<file path="config.mk">
export PLATFORM = sky130hd
export DESIGN_NAME = ecc_fold_codec
export DESIGN_NICKNAME = d
export VERILOG_FILES = /design/src/rtl/ecc_fold_pkg.sv /design/src/rtl/ecc_check_gen.sv /design/src/rtl/ecc_syn_decode.sv /design/src/rtl/ecc_fold_codec.sv
export SDC_FILE = /design/constraint.sdc
export NUM_CORES = 1
export LEC_CHECK = 0
export ABC_CLOCK_PERIOD_IN_PS = 800
export BUFFER_PORTS_ARGS = -buffer_cell sky130_fd_sc_hd__buf_2
export CAP_MARGIN = 20
export CORE_ASPECT_RATIO = 1.2
export CORE_MARGIN = 2
export CORE_UTILIZATION = 40
export CTS_BUF_LIST = sky130_fd_sc_hd__clkbuf_16
export CTS_CLUSTER_SIZE = 12
export DETAILED_ROUTE_END_ITERATION = 10
export GPL_ROUTABILITY_DRIVEN = 1
export HOLD_SLACK_MARGIN = 0.02
export PLACE_DENSITY = 0.66
export SKIP_LAST_GASP = 1
export SLEW_MARGIN = 0
export SYNTH_ARGS = -nofsm -noshare
export SYNTH_HDL_FRONTEND = slang
export SYNTH_SLANG_ARGS = --single-unit
</file>
<file path="constraint.sdc">
create_clock -name clk -period 0.8 [get_ports clk]
set_clock_uncertainty 0.2 [all_clocks]
set_input_delay 0.08 -clock clk [delete_from_list [all_inputs] [get_ports clk]]
set_output_delay 0.08 -clock clk [all_outputs]
set_load 0.01 [all_outputs]
</file>
<file path="src/rtl/ecc_fold_pkg.sv">
package ecc_fold_pkg;

    localparam int WORD_W    = 64;
    localparam int HALF_W    = WORD_W / 2;
    localparam int CHK_W     = 8;
    localparam int NIB_W     = 4;
    localparam int NIB_N     = WORD_W / NIB_W;
    localparam int PAIR_N    = 6;
    localparam int ADDR_POOL = 56;

    typedef struct packed {
        logic [CHK_W-1:0]  wchk;
        logic [WORD_W-1:0] rdat;
        logic              ce;
        logic              ue;
        logic [CHK_W-1:0]  syn;
    } codec_regs_t;

    // One-hot 4-bit lane selector
    function automatic logic [3:0] unit4(input int p);
        logic [3:0] v;
        v = 4'b0001 << p;
        return v;
    endfunction

    // Six nonzero even-weight 4-bit values other than 4'hF
    function automatic logic [3:0] pair4(input int k);
        logic [3:0] v;
        case (k)
            0:       v = 4'b0011;
            1:       v = 4'b0101;
            2:       v = 4'b0110;
            3:       v = 4'b1001;
            4:       v = 4'b1010;
            default: v = 4'b1100;
        endcase
        return v;
    endfunction

    // Parity-check column of data bit i. Every column has odd weight.
    // Within a nibble the triple and quad XORs never land on a column
    // that the decoder would correct.
    function automatic logic [CHK_W-1:0] data_col(input int i);
        int         n;
        int         p;
        logic [3:0] e;
        n = i / NIB_W;
        p = i % NIB_W;
        e = unit4(p);
        if (n < PAIR_N)            return {pair4(n), e};
        else if (n < 2 * PAIR_N)   return {e, pair4(n - PAIR_N)};
        else if (n == 2 * PAIR_N)  return {4'hF, ~e};
        else if (n == 2 * PAIR_N + 1) return {~e, 4'hF};
        else if (n == 2 * PAIR_N + 2) begin
            if (p < 2) return {4'h0, ~unit4(p)};
            else       return {~unit4(p - 2), 4'h0};
        end else begin
            if (p < 2) return {4'h0, ~unit4(p + 2)};
            else       return {~unit4(p), 4'h0};
        end
    endfunction

    // Address column: odd weight, outside the correctable set, reused
    // cyclically once the pool of such values is exhausted
    function automatic logic [CHK_W-1:0] addr_col(input int k);
        int m;
        m = k % ADDR_POOL;
        if (m < 4 * PAIR_N)      return {pair4(m / 4), ~unit4(m % 4)};
        else if (m < 8 * PAIR_N) return {~unit4((m - 4 * PAIR_N) % 4),
                                         pair4((m - 4 * PAIR_N) / 4)};
        else if (m < 8 * PAIR_N + 4) return {4'hF, unit4(m - 8 * PAIR_N)};
        else                     return {unit4(m - 8 * PAIR_N - 4), 4'hF};
    endfunction

endpackage

</file>
<file path="src/rtl/ecc_check_gen.sv">
module ecc_check_gen
    import ecc_fold_pkg::*;
#(
    parameter int ADDR_W = 32
) (
    input  logic [WORD_W-1:0] data,
    input  logic [ADDR_W-1:0] addr,
    input  logic              wide,
    output logic [CHK_W-1:0]  chk
);

    logic [WORD_W-1:0]             data_m;
    logic [CHK_W-1:0][WORD_W-1:0]  dmask;
    logic [CHK_W-1:0][ADDR_W-1:0]  amask;

    // Narrow words contribute only their low half
    assign data_m = wide ? data : {{HALF_W{1'b0}}, data[HALF_W-1:0]};

    for (genvar gi = 0; gi < WORD_W; gi++) begin : g_dcol
        localparam logic [CHK_W-1:0] DC = data_col(gi);
        for (genvar gj = 0; gj < CHK_W; gj++) begin : g_dbit
            assign dmask[gj][gi] = DC[gj];
        end
    end

    for (genvar gk = 0; gk < ADDR_W; gk++) begin : g_acol
        localparam logic [CHK_W-1:0] AC = addr_col(gk);
        for (genvar gj = 0; gj < CHK_W; gj++) begin : g_abit
            assign amask[gj][gk] = AC[gj];
        end
    end

    for (genvar gj = 0; gj < CHK_W; gj++) begin : g_chk
        assign chk[gj] = (^(data_m & dmask[gj])) ^ (^(addr & amask[gj]));
    end

endmodule

</file>
<file path="src/rtl/ecc_syn_decode.sv">
module ecc_syn_decode
    import ecc_fold_pkg::*;
(
    input  logic [CHK_W-1:0]  syn,
    input  logic              wide,
    output logic [WORD_W-1:0] flip,
    output logic              corr,
    output logic              uncorr
);

    logic [WORD_W-1:0] match;
    logic              data_hit;
    logic              chk_hit;
    logic              nonzero;

    for (genvar gi = 0; gi < WORD_W; gi++) begin : g_match
        localparam logic [CHK_W-1:0] DC = data_col(gi);
        if (gi < HALF_W) begin : g_lo
            assign match[gi] = (syn == DC);
        end else begin : g_hi
            // Upper columns are not correctable in narrow mode
            assign match[gi] = wide && (syn == DC);
        end
    end

    always_comb begin
        nonzero  = |syn;
        data_hit = |match;
        chk_hit  = $onehot(syn);
        corr     = nonzero && (data_hit || chk_hit);
        uncorr   = nonzero && !(data_hit || chk_hit);
        flip     = match;
    end

endmodule

</file>
<file path="src/rtl/ecc_fold_codec.sv">
module ecc_fold_codec
    import ecc_fold_pkg::*;
#(
    parameter int ADDR_W = 32
) (
    input  logic              clk,
    input  logic              rst_n,
    input  logic              ecc_en,
    input  logic              wide_mode,
    input  logic [WORD_W-1:0] wr_data,
    input  logic [ADDR_W-1:0] wr_addr,
    output logic [CHK_W-1:0]  wr_check,
    input  logic [WORD_W-1:0] rd_data,
    input  logic [CHK_W-1:0]  rd_check,
    input  logic [ADDR_W-1:0] rd_addr,
    output logic [WORD_W-1:0] rd_data_fix,
    output logic              err_corr,
    output logic              err_uncorr,
    output logic [CHK_W-1:0]  err_syn
);

    logic [CHK_W-1:0]  wchk_c;
    logic [CHK_W-1:0]  rchk_c;
    logic [CHK_W-1:0]  syn_c;
    logic [WORD_W-1:0] flip_c;
    logic              corr_c;
    logic              uncorr_c;
    logic [WORD_W-1:0] raw_m;
    codec_regs_t       state_d;
    codec_regs_t       state_q;

    ecc_check_gen #(.ADDR_W(ADDR_W)) u_wr_gen (
        .data (wr_data),
        .addr (wr_addr),
        .wide (wide_mode),
        .chk  (wchk_c)
    );

    ecc_check_gen #(.ADDR_W(ADDR_W)) u_rd_gen (
        .data (rd_data),
        .addr (rd_addr),
        .wide (wide_mode),
        .chk  (rchk_c)
    );

    assign syn_c = rchk_c ^ rd_check;

    ecc_syn_decode u_dec (
        .syn    (syn_c),
        .wide   (wide_mode),
        .flip   (flip_c),
        .corr   (corr_c),
        .uncorr (uncorr_c)
    );

    always_comb begin
        state_d      = '0;
        state_d.wchk = wchk_c;
        raw_m        = wide_mode ? rd_data : {{HALF_W{1'b0}}, rd_data[HALF_W-1:0]};
        if (ecc_en) begin
            state_d.syn  = syn_c;
            state_d.ce   = corr_c;
            state_d.ue   = uncorr_c;
            state_d.rdat = corr_c ? (raw_m ^ flip_c) : raw_m;
        end else begin
            state_d.rdat = rd_data;
        end
    end

    always_ff @(posedge clk or negedge rst_n) begin
        if (!rst_n) state_q <= '0;
        else        state_q <= state_d;
    end

    assign wr_check    = state_q.wchk;
    assign rd_data_fix = state_q.rdat;
    assign err_corr    = state_q.ce;
    assign err_uncorr  = state_q.ue;
    assign err_syn     = state_q.syn;

    // Linear code: zero word at address zero encodes to zero
    p_zero_word_r1: assert property (@(posedge clk) disable iff (!rst_n)
        ($past(wr_data) == '0 && $past(wr_addr) == '0) |-> wr_check == '0);

    p_clean_quiet_r2: assert property (@(posedge clk) disable iff (!rst_n)
        (err_syn == '0) |-> (!err_corr && !err_uncorr));

    p_one_bit_fix_r3: assert property (@(posedge clk) disable iff (!rst_n)
        (err_corr && $past(wide_mode)) |->
        $countones(rd_data_fix ^ $past(rd_data)) <= 1);

    p_chk_only_r4: assert property (@(posedge clk) disable iff (!rst_n)
        (err_corr && $onehot(err_syn) && $past(wide_mode)) |->
        rd_data_fix == $past(rd_data));

    p_raw_on_ue_r5: assert property (@(posedge clk) disable iff (!rst_n)
        (err_uncorr && $past(wide_mode)) |-> rd_data_fix == $past(rd_data));

    p_even_syn_ue_r5: assert property (@(posedge clk) disable iff (!rst_n)
        (err_syn != '0 && !(^err_syn)) |-> (err_uncorr && !err_corr));

    p_narrow_zero_r9: assert property (@(posedge clk) disable iff (!rst_n)
        ($past(ecc_en) && !$past(wide_mode)) |-> rd_data_fix[WORD_W-1:HALF_W] == '0);

    p_off_quiet_r10: assert property (@(posedge clk) disable iff (!rst_n)
        !$past(ecc_en) |-> (!err_corr && !err_uncorr && err_syn == '0 &&
                            rd_data_fix == $past(rd_data)));

    p_flags_excl_r11: assert property (@(posedge clk) disable iff (!rst_n)
        !(err_corr && err_uncorr));

endmodule

</file>
==> impl_metrics.py, run 1 <==
metrics = {
    "timing": {
        "hold_violations": 143,
        "rsz0062_at_grt": "yes",
        "tns_ns": -248.27,
        "period_needed_ns": 5.285,
        "period_share_pct": 660.6,
        "setup_viol": 164,
        "worst_slew_pin_slew_ns": 0.7851,
        "holdWs_ns": -0.6150,
        "slew_headroom_pct": 47.28,
        "setup_slack_ns": -4.485,
        "max_freq_mhz": 189.2,
        "drv_slew": 0,
    },
    "detailed_routing": {
        "drc_errors": 0,
        "first_iter_violations": 780,
        "routedWlPerCell_um": 23.55,
        "drtPass1Iterations": 5,
        "totalWireLength_mm": 43.91,
        "via_count": 10186,
        "vias_per_cell": 5.465,
        "ant_nets": 0,
    },
    "logic_synthesis": {
        "synth_area_leader_cell": "xnor2_1",
        "yosysWarnings": 0,
        "netlist.area_leader.share_pct": 35.74,
        "ys_top_cells_by_area": "xnor2_1, dfrtp_1, xor2_1, nand2_1, xnor3_1",
        "yosys_most_used_dff": "dfrtp_1",
        "ys_ff_latch": 82,
        "netlist_area_um2": 8650,
        "syn-mean-instance-area_um2": 9.095,
        "async_flop_share_pct": 100.0,
        "synthCells": 951,
        "ys_seq_area_share_pct": 23.72,
        "synth_cell_types": 65,
        "synthMostInstantiatedCell": "xnor2_1",
        "synth_fp_nets": 1172,
        "synth_edf_count": 0,
        "synth_common_cells": "xnor2_1, xor2_1, dfrtp_1",
    },
    "final_layout": {
        "area_delta_synth_final_pct": 90.83,
        "drive_gt1_share_pct": 59.26,
        "final_cells": 1864,
        "nNetsFinal": 1809,
    },
    "placement": {
        "dp_hpwl_mm": 27.17,
        "io_buffer_count": 285,
        "gp_congestion": 0.9983,
        "place_inst": 1752,
        "dp_slack_ns": -4.373,
    },
    "grt": {
        "grt.total_usage_pct": 30.52,
        "grt_first_pass_wirelength_mm": 53.59,
        "antenna_found_initial": 0,
        "grt_max_degree": 33,
        "grt-ovfl-total": 0,
        "first_global_vias": 9784,
    },
    "power_and_ir_drop": {
        "ir_worst_vdd_v": 0.004635,
        "p_leak_nw": 7.539,
        "power.density_nw_per_um2": 5321,
    },
    "cts": {
        "clock_sinks": 82,
        "cts_buffers": 9,
        "cts_buffer_depth": 2,
        "clk_pin_slew_ns": 0.08,
        "root_buffer": "clkbuf_16",
        "tritoncts": "yes",
        "ctsHtreeMaxLevel": 3,
    },
    "setup_path": {
        "critPathKind": "input pin to flop",
        "crit_path_end_kind": "flop",
        "critPathArrivalTime_ns": 5.38,
        "worstPathRequired_ns": 0.90,
        "start_kind": "input pin",
        "critPathMaxFanout": 3,
    },
    "floorplan": {
        "fp.dieH_um": 165.1,
        "coreArea_um2": 21120,
        "rows": 58,
        "die_w_um": 138.2,
        "dieArea_um2": 22820,
        "io_pins": 286,
        "start_util_pct": 40.96,
    },
    "job": {
        "drv_cap": 0,
    },
    "hold_path": {
        "min_path_type": "input pin to asynchronous set/reset pin",
    },
    "outcome": {
        "outcome": "finished with violations",
        "failed_checks": "hold timing, setup timing",
    },
}
## timing repair
action / CTS / global route
cloned: 1 / 2
pin swaps: 80 / 154
setup endpoints to repair: 164 / 164
setup buffers: 55 / 49
resized for setup: 149 / 342
endpoints found under the hold margin: 144 / 144
## path summary, 6_finish.rpt
check	from	endpoint	slack, ns	cells after the start
max in group asynchronous	rst_n	rd_data_fix[50]	0.61	2
min in group clk	rd_data[12]	rd_data_fix[12]	-0.23	2
hold / removal	rst_n	rd_data_fix[45]	-0.61	1
setup / recovery	rd_data[32]	err_uncorr	-4.48	23
## report_power, final
part | leakage [nW] | total (mW) | internal (mW) | switching (mW)
Clock | 0.164 | 4.98 | 2.81 | 2.16
Sequential | 0.989 | 5.26 | 4.98 | 0.276
Combinational | 6.39 | 77.6 | 37.9 | 39.7
Total | 7.54 | 87.8 | 45.7 | 42.1
## placed cells by master (no fill, tap or decap), drive strengths merged, types with 2 or more instances in the layout
cell type	n
buf	658
xnor2	358
xor2	109
dfrtp	82
nand2	81
nor2	46
nor3	27
inv	26
o21ai	21
nand4	18
o22ai	16
nand3	14
clkbuf	13
ha	13
xnor3	11
a21oi	7
a31oi	6
a21o	6
and2	6
o21a	5
a22o	4
mux2i	4
fa	4
nand2b	4
or2	4
o31ai	4
o211ai	3
a32oi	3
clkinv	3
and3	3
nor4	3
or3	3
o32ai	2
a21boi	2
o221ai	2
a41o	2
bufinv	2
a41oi	2
o41ai	2
## registers in the layout (all words and copies together) (netlist names)
register,flops
rd_data_fix,64
wr_check,8
err_uncorr,1
err_corr,1
err_syn,8
## area by class of cell
cell class	instances	area, µm²
clock buffers	9	225.2
flip-flops and latches	82	2052
repair buffers	662	5060
diodes	1	2.502
multi-input cells	809	8605
clock inverters	7	108.9
fillers	1168	4612
inverters	24	115.1
well taps	270	337.8
## per-layer routing
metal / GRT usage (%) / routed length (µm)
met5: 0 / 0
met3: 5.940 / 3700
met2: 57.16 / 22280
met4: 18.78 / 4107
met1: 31.64 / 13820
## worst max-delay path, cell delays in order
cell and delay [ns]:
buf_2 0.13, buf_4 0.14, xor2_1 0.16, xnor2_1 0.65, nand2_1 0.18, xnor2_1 0.31
buf_4 0.29, xnor2_4 0.13, nor3_4 0.21, or2_1 0.18, inv_2 0.07, fa_1 0.52
inv_1 0.07, fa_1 0.48, ha_2 0.20, fa_1 0.51, nor4b_1 0.05, a41oi_1 0.16
o311ai_1 0.14, a31oi_1 0.17, nand4_1 0.11, nor4_2 0.19, and4_1 0.27
## logic make-up (layout without fill, tap and decap cells)
family          Yosys count  count (layout)  share of synthesized area, %
buf+inv                  61             702                         2.965
other cells               0               1                             0
flops                    82              82                         23.72
mux                       5               5                        0.5931
xor+xnor                478             478                         50.69
compound gates           96              97                         7.899
simple gates            212             212                         11.33
fa+ha+maj                17              17                         2.806
## metrics by stage
stage               area, µm²  util (%)  power [mW]
floorplan                9221         -       32.96
global placement        12900     61.08       54.00
detailed placement      12900     61.08       54.29
CTS                     14410     68.22       72.59
global route            16500     78.15       90.42
finish                  16510     78.16       87.82
No activity file was read; power rests on OpenSTA's default activity.
==> run 2, diff against run 1 <==
==> constraint.sdc (replaced) <==
create_clock -name clk -period 0.8 [get_ports clk]
set_clock_uncertainty 0.2 [all_clocks]
set_input_delay 0.12 -clock clk [delete_from_list [all_inputs] [get_ports clk]]
set_output_delay 0.12 -clock clk [all_outputs]
set_load 0.01 [all_outputs]
==> run 2 against run 1 <==
  * The flow still finishes with violations (hold timing, setup timing)
  * Flip-flop and latch count unchanged
  * Cell area shrank 14%
  * Sequential share of layout area increased by 2.0 points
  * First-iteration DRC count fell by 46%
  * Worst hold slack better by 0.43 ns
  * Critical endpoint unchanged
  * Largest cell class unchanged
==> impl_metrics.py, run 2 (synthesized netlist as in run 1, its figures left out) <==
metrics = {
    "final_layout": {
        "final_area_um2": 14220,
        "drive_gt1_share_pct": 50.20,
        "final_common_cell": "xnor2_1",
        "final_core_util_pct": 67.33,
        "n_antenna_cell": 0,
        "nNetsFinal": 1736,
        "fillers": 1658,
        "final_cells": 1790,
        "largest_reg_flops": 64,
        "area_delta_synth_final_pct": 64.39,
        "mostFrequentLayoutCells": "xnor2_1, buf_4, buf_2, xor2_1, dfrtp_1",
    },
    "power_and_ir_drop": {
        "p_int_mw": 35.69,
        "power.density_nw_per_um2": 4887,
        "ir_worst_vdd_v": 0.003479,
        "combPwrFrac_pct": 85.6,
        "power.share.clock_pct": 6.9,
        "p_leak_nw": 6.529,
        "finalPower_mw": 69.48,
        "p_seq_share_pct": 7.5,
        "swShare_pct": 48.64,
        "p_switching_mw": 33.80,
    },
    "placement": {
        "io_buffer_count": 285,
        "gp_congestion": 0.9792,
        "dp_slack_ns": -4.389,
        "place_inst": 1749,
        "dp_hpwl_mm": 27.39,
        "place_area_um2": 12880,
    },
    "timing": {
        "slew_headroom_pct": 61.55,
        "period_needed_ns": 4.807,
        "tns_ns": -225.99,
        "setup_slack_ns": -4.007,
        "rsz0062_at_grt": "yes",
        "holdWs_ns": -0.1817,
        "hold_violations": 53,
        "max_freq_mhz": 208.0,
        "drv_slew": 0,
        "period_share_pct": 600.9,
        "worst_slew_pin_slew_ns": 0.5707,
        "setup_viol": 164,
    },
    "cts": {
        "clk_pin_slew_ns": 0.07,
        "cts_hold_buf": 1,
        "clock_sinks": 82,
        "tritoncts": "yes",
        "cts_buffers": 9,
        "cts_buffer_depth": 2,
        "root_buffer": "clkbuf_16",
        "ctsHtreeMaxLevel": 3,
    },
    "grt": {
        "grt.total_usage_pct": 28.83,
        "first_global_vias": 9358,
        "grt-ovfl-total": 0,
        "antenna_found_initial": 0,
        "grt_first_pass_wirelength_mm": 50.84,
        "grt_max_degree": 33,
    },
    "floorplan": {
        "rows": 58,
        "io_pins": 286,
        "coreArea_um2": 21120,
        "die_w_um": 138.2,
        "dieArea_um2": 22820,
        "start_util_pct": 40.96,
        "fp.dieH_um": 165.1,
    },
    "outcome": {
        "outcome": "finished with violations",
        "failed_checks": "hold timing, setup timing",
    },
    "detailed_routing": {
        "met3_length_mm": 1.841,
        "drc_errors": 0,
        "vias_per_cell": 5.049,
        "routedWlPerCell_um": 19.01,
        "totalWireLength_mm": 34.03,
        "via_count": 9038,
        "wl_met2_mm": 18.24,
        "first_iter_violations": 425,
        "wl_met1_mm": 12.29,
        "top_layer": "met4",
        "drtPass1Iterations": 5,
        "ant_nets": 0,
    },
    "setup_path": {
        "crit_path_end_kind": "flop",
        "critPathKind": "input pin to flop",
        "critPathMaxFanout": 2,
        "worstPathRequired_ns": 0.89,
        "critPathArrivalTime_ns": 4.90,
        "start_kind": "input pin",
    },
    "job": {
        "drv_cap": 0,
    },
    "hold_path": {
        "min_path_type": "input pin to flop",
    },
}
## run 2: cell count changes in the layout (fill, tap and decap cells not counted), sizes merged
cell,previous run,this run
clkbuf,13,9
diode,1,0
buf,658,589
a41o,2,1
dlygate4sd3,0,1
## run 2: path summary, 6_finish.rpt
path	startpoint	end	slack, ns	depth (start not counted)
setup / recovery	rd_data[4]	err_uncorr	-4.01	23
hold / removal	rd_data[12]	rd_data_fix[12]	-0.18	2
max in group asynchronous	rst_n	err_syn[2]	0.07	3
min in group asynchronous	rst_n	rd_data_fix[8]	0.15	3
## run 2: power by group through the flow
| stage | clock network [mW] | registers (mW) | logic [mW] |
|---|---|---|---|
| floorplan | 0 | 5.65 | 27.3 |
| global placement | 0 | 5.27 | 48.8 |
| detailed placement | 0 | 5.26 | 48.9 |
| CTS | 4.85 | 5.20 | 55.7 |
| global route | 4.99 | 5.26 | 62.6 |
| finish | 4.82 | 5.19 | 59.5 |
## run 2: what timing repair did
action                                  in CTS  in global routing
resized for setup                          100                 49
endpoints found under the setup margin     164                164
hold endpoints to repair                   144                 52
setup buffers                               20                  6
pin swaps                                   57                 18
## run 2: cell type report
class,instances,area (µm²),area share [%]
clock inverters,7,106.4,0.7480
flip-flops and latches,82,2052,14.43
clock buffers,9,225.2,1.584
repair buffers,590,3889,27.35
well taps,270,337.8,2.376
inverters,24,97.59,0.6864
multi-input cells,808,7511,52.82
## run 2: routing by layer
metal | GRT usage [%] | vias to the layer above
met5 | 0 | -
met4 | 14.33 | 0
met3 | 4.441 | 85
met2 | 54.86 | 381
met1 | 31.26 | 4350
li1 | - | 4222
## run 2: critical path: stages
cell and delay, ns:
buf_2 0.14, buf_4 0.15, xnor2_2 0.22, xnor2_2 0.18, xnor2_2 0.13, xnor2_1 0.23
xnor2_1 0.14, xnor2_1 0.27, xnor2_1 0.19, ha_2 0.26, inv_4 0.04, fa_1 0.54
inv_2 0.04, fa_1 0.47, ha_2 0.19, fa_1 0.53, nor4b_2 0.05, a41oi_1 0.16
o311ai_1 0.14, a31oi_1 0.16, nand4_1 0.11, nor4_2 0.18, and4_1 0.23
==> run 3, diff against run 2 <==
--- a/config.mk
+++ b/config.mk
@@ -5,7 +5,7 @@
 export SDC_FILE = /design/constraint.sdc
 export NUM_CORES = 1
 export LEC_CHECK = 0
-export ABC_CLOCK_PERIOD_IN_PS = 800
+export ABC_CLOCK_PERIOD_IN_PS = 5400
 export BUFFER_PORTS_ARGS = -buffer_cell sky130_fd_sc_hd__buf_2
 export CAP_MARGIN = 20
 export CORE_ASPECT_RATIO = 1.2
@@ -22,3 +22,4 @@
 export SYNTH_ARGS = -nofsm -noshare
 export SYNTH_HDL_FRONTEND = slang
 export SYNTH_SLANG_ARGS = --single-unit
+export TNS_END_PERCENT = 20
==> constraint.sdc (replaced) <==
create_clock -name clk -period 5.4 [get_ports clk]
set_clock_uncertainty 0.2 [all_clocks]
set_input_delay 0.81 -clock clk [delete_from_list [all_inputs] [get_ports clk]]
set_output_delay 0.81 -clock clk [all_outputs]
set_load 0.01 [all_outputs]
==> run 3 against run 2 <==
  * The run ends with setup timing left
  * Worst setup slack gained 4.0 ns
  * Combinational power shrank 88%
  * Critical path depth shrank 1
  * Die area is the same
  * Critical path type unchanged
  * Largest cell class unchanged
==> impl_metrics.py, run 3 (synthesized netlist as in run 1, its figures left out) <==
metrics = {
    "cts": {
        "ctsHtreeMaxLevel": 3,
        "cts_hold_buf": 0,
        "root_buffer": "clkbuf_16",
        "clock_sinks": 82,
        "clk_pin_slew_ns": 0.07,
        "cts_buffers": 9,
        "tritoncts": "yes",
        "cts_buffer_depth": 2,
    },
    "detailed_routing": {
        "first_iter_violations": 304,
        "drc_errors": 0,
        "drtPass1Iterations": 5,
        "via_count": 8258,
        "wl_met1_mm": 11.05,
        "ant_nets": 0,
        "top_layer": "met4",
        "totalWireLength_mm": 30.49,
        "met3_length_mm": 1.852,
        "vias_per_cell": 4.996,
        "routedWlPerCell_um": 18.45,
        "wl_met2_mm": 15.94,
    },
    "final_layout": {
        "multiInputGateArea_um2": 6515,
        "area_delta_synth_final_pct": 38.70,
        "mostFrequentLayoutCells": "xnor2_1, buf_2, buf_4, xor2_1, dfrtp_1",
        "drive_gt1_share_pct": 36.80,
        "n_antenna_cell": 0,
        "nNetsFinal": 1599,
        "seqCellArea_um2": 2052,
        "largest_reg_flops": 64,
        "final_common_cell": "xnor2_1",
        "fillers": 1897,
    },
    "setup_path": {
        "crit_cells": 22,
        "critPathArrivalTime_ns": 5.52,
        "critPathBufInv": 4,
        "worstPathRequired_ns": 5.50,
        "critPathKind": "input pin to flop",
        "crit_path_end_kind": "flop",
        "slowest_stage": "fa_1",
        "critical-path-max-stage-delay_ns": 0.53,
        "cp_top_family": "adder cells",
        "crit_chain": "buf_2, xnor2_1, buf_4, xnor3_2, xnor2_2, xnor2_2, xnor2_2, and3_1, or2_1, inv_2, fa_1, inv_1, fa_1, ha_2, fa_1, nor4b_1, a41oi_1, o311ai_1, a31oi_1, nand4_1, nor4_2, and4_1",
        "critPathMaxFanout": 5,
        "start_kind": "input pin",
    },
    "timing": {
        "hold_violations": 0,
        "worst_slew_pin_slew_ns": 0.7161,
        "setup_viol": 1,
        "period_needed_ns": 5.422,
        "max_freq_mhz": 184.4,
        "rsz0062_at_grt": "yes",
        "tns_ns": -0.02184,
        "drv_slew": 0,
        "slew_headroom_pct": 52.26,
        "period_share_pct": 100.4,
        "setup_slack_ns": -0.02184,
    },
    "power_and_ir_drop": {
        "p_switching_mw": 4.408,
        "p_seq_share_pct": 9.0,
        "power.share.clock_pct": 7.8,
        "p_int_mw": 4.182,
        "swShare_pct": 51.32,
        "power.density_nw_per_um2": 716.0,
        "combPwrFrac_pct": 83.2,
        "p_leak_nw": 5.354,
        "ir_worst_vdd_v": 0.0006592,
    },
    "floorplan": {
        "coreArea_um2": 21120,
        "die_w_um": 138.2,
        "dieArea_um2": 22820,
        "fp.dieH_um": 165.1,
        "rows": 58,
        "start_util_pct": 40.96,
        "io_pins": 286,
    },
    "grt": {
        "grt.total_usage_pct": 26.52,
        "grt-ovfl-total": 0,
        "first_global_vias": 8636,
        "grt_first_pass_wirelength_mm": 46.36,
        "grt_max_degree": 55,
        "antenna_found_initial": 0,
    },
    "placement": {
        "io_buffer_count": 285,
        "dp_hpwl_mm": 25.69,
        "dp_slack_ns": -0.5118,
        "gp_congestion": 0.9877,
    },
    "job": {
        "drv_cap": 0,
    },
    "outcome": {
        "failed_checks": "setup timing",
        "outcome": "finished with violations",
    },
    "hold_path": {
        "min_path_type": "input pin to asynchronous set/reset pin",
    },
}
[run 3: repair_timing]
action                                  in CTS  in global routing
gates cloned                                 0                  0
buffers inserted                             1                  0
hold endpoints to repair                     0                  0
resized for setup                            6                  1
pin swaps                                   10                  1
endpoints found under the setup margin       2                  2
[run 3: through the flow]
stage / utilization [%] / power (mW) / std cells / hold slack [ns] / area (µm²)
global route: 56.81 / 9.243 / 1653 / 0.2171 / 12000
floorplan: - / 5.206 / 951 / 0.3144 / 8832
finish: 56.81 / 8.590 / 1653 / 0.1894 / 12000
CTS: 56.80 / 8.535 / 1653 / 0.2036 / 12000
global placement: 55.17 / 7.740 / 1636 / 0.5779 / 11650
detailed placement: 55.17 / 7.799 / 1636 / 0.5891 / 11650
[run 3: layout make-up]
cell class | count | area share (%)
multi-input cells | 808 | 54.31
repair buffers | 453 | 22.42
flip-flops and latches | 82 | 17.10
well taps | 270 | 2.816
clock buffers | 9 | 1.877
inverters | 24 | 0.7718
clock inverters | 7 | 0.6988
[run 3: final timing paths]
check                            start              end  slack (ns)
worst min-delay path             rst_n  rd_data_fix[27]        0.19
min in group clk           rd_data[26]  rd_data_fix[26]        0.47
max in group asynchronous        rst_n  rd_data_fix[18]        3.72
worst max-delay path       rd_addr[29]       err_uncorr       -0.02
[run 3: power groups by stage]
stage | clock (mW) | combinational (mW) | sequential (mW)
after floorplan | 0 | 4.36 | 0.843
after global placement | 0 | 6.95 | 0.788
after detailed placement | 0 | 7.01 | 0.788
after CTS | 0.684 | 7.07 | 0.778
after global routing | 0.708 | 7.75 | 0.786
final | 0.670 | 7.14 | 0.776
[run 3: per-layer routing]
metal / up-vias / global-route usage, %
li1: 3959 / -
met1: 3837 / 28.16
met2: 378 / 50.50
met3: 84 / 4.325
met4: 0 / 14.24
met5: - / 0
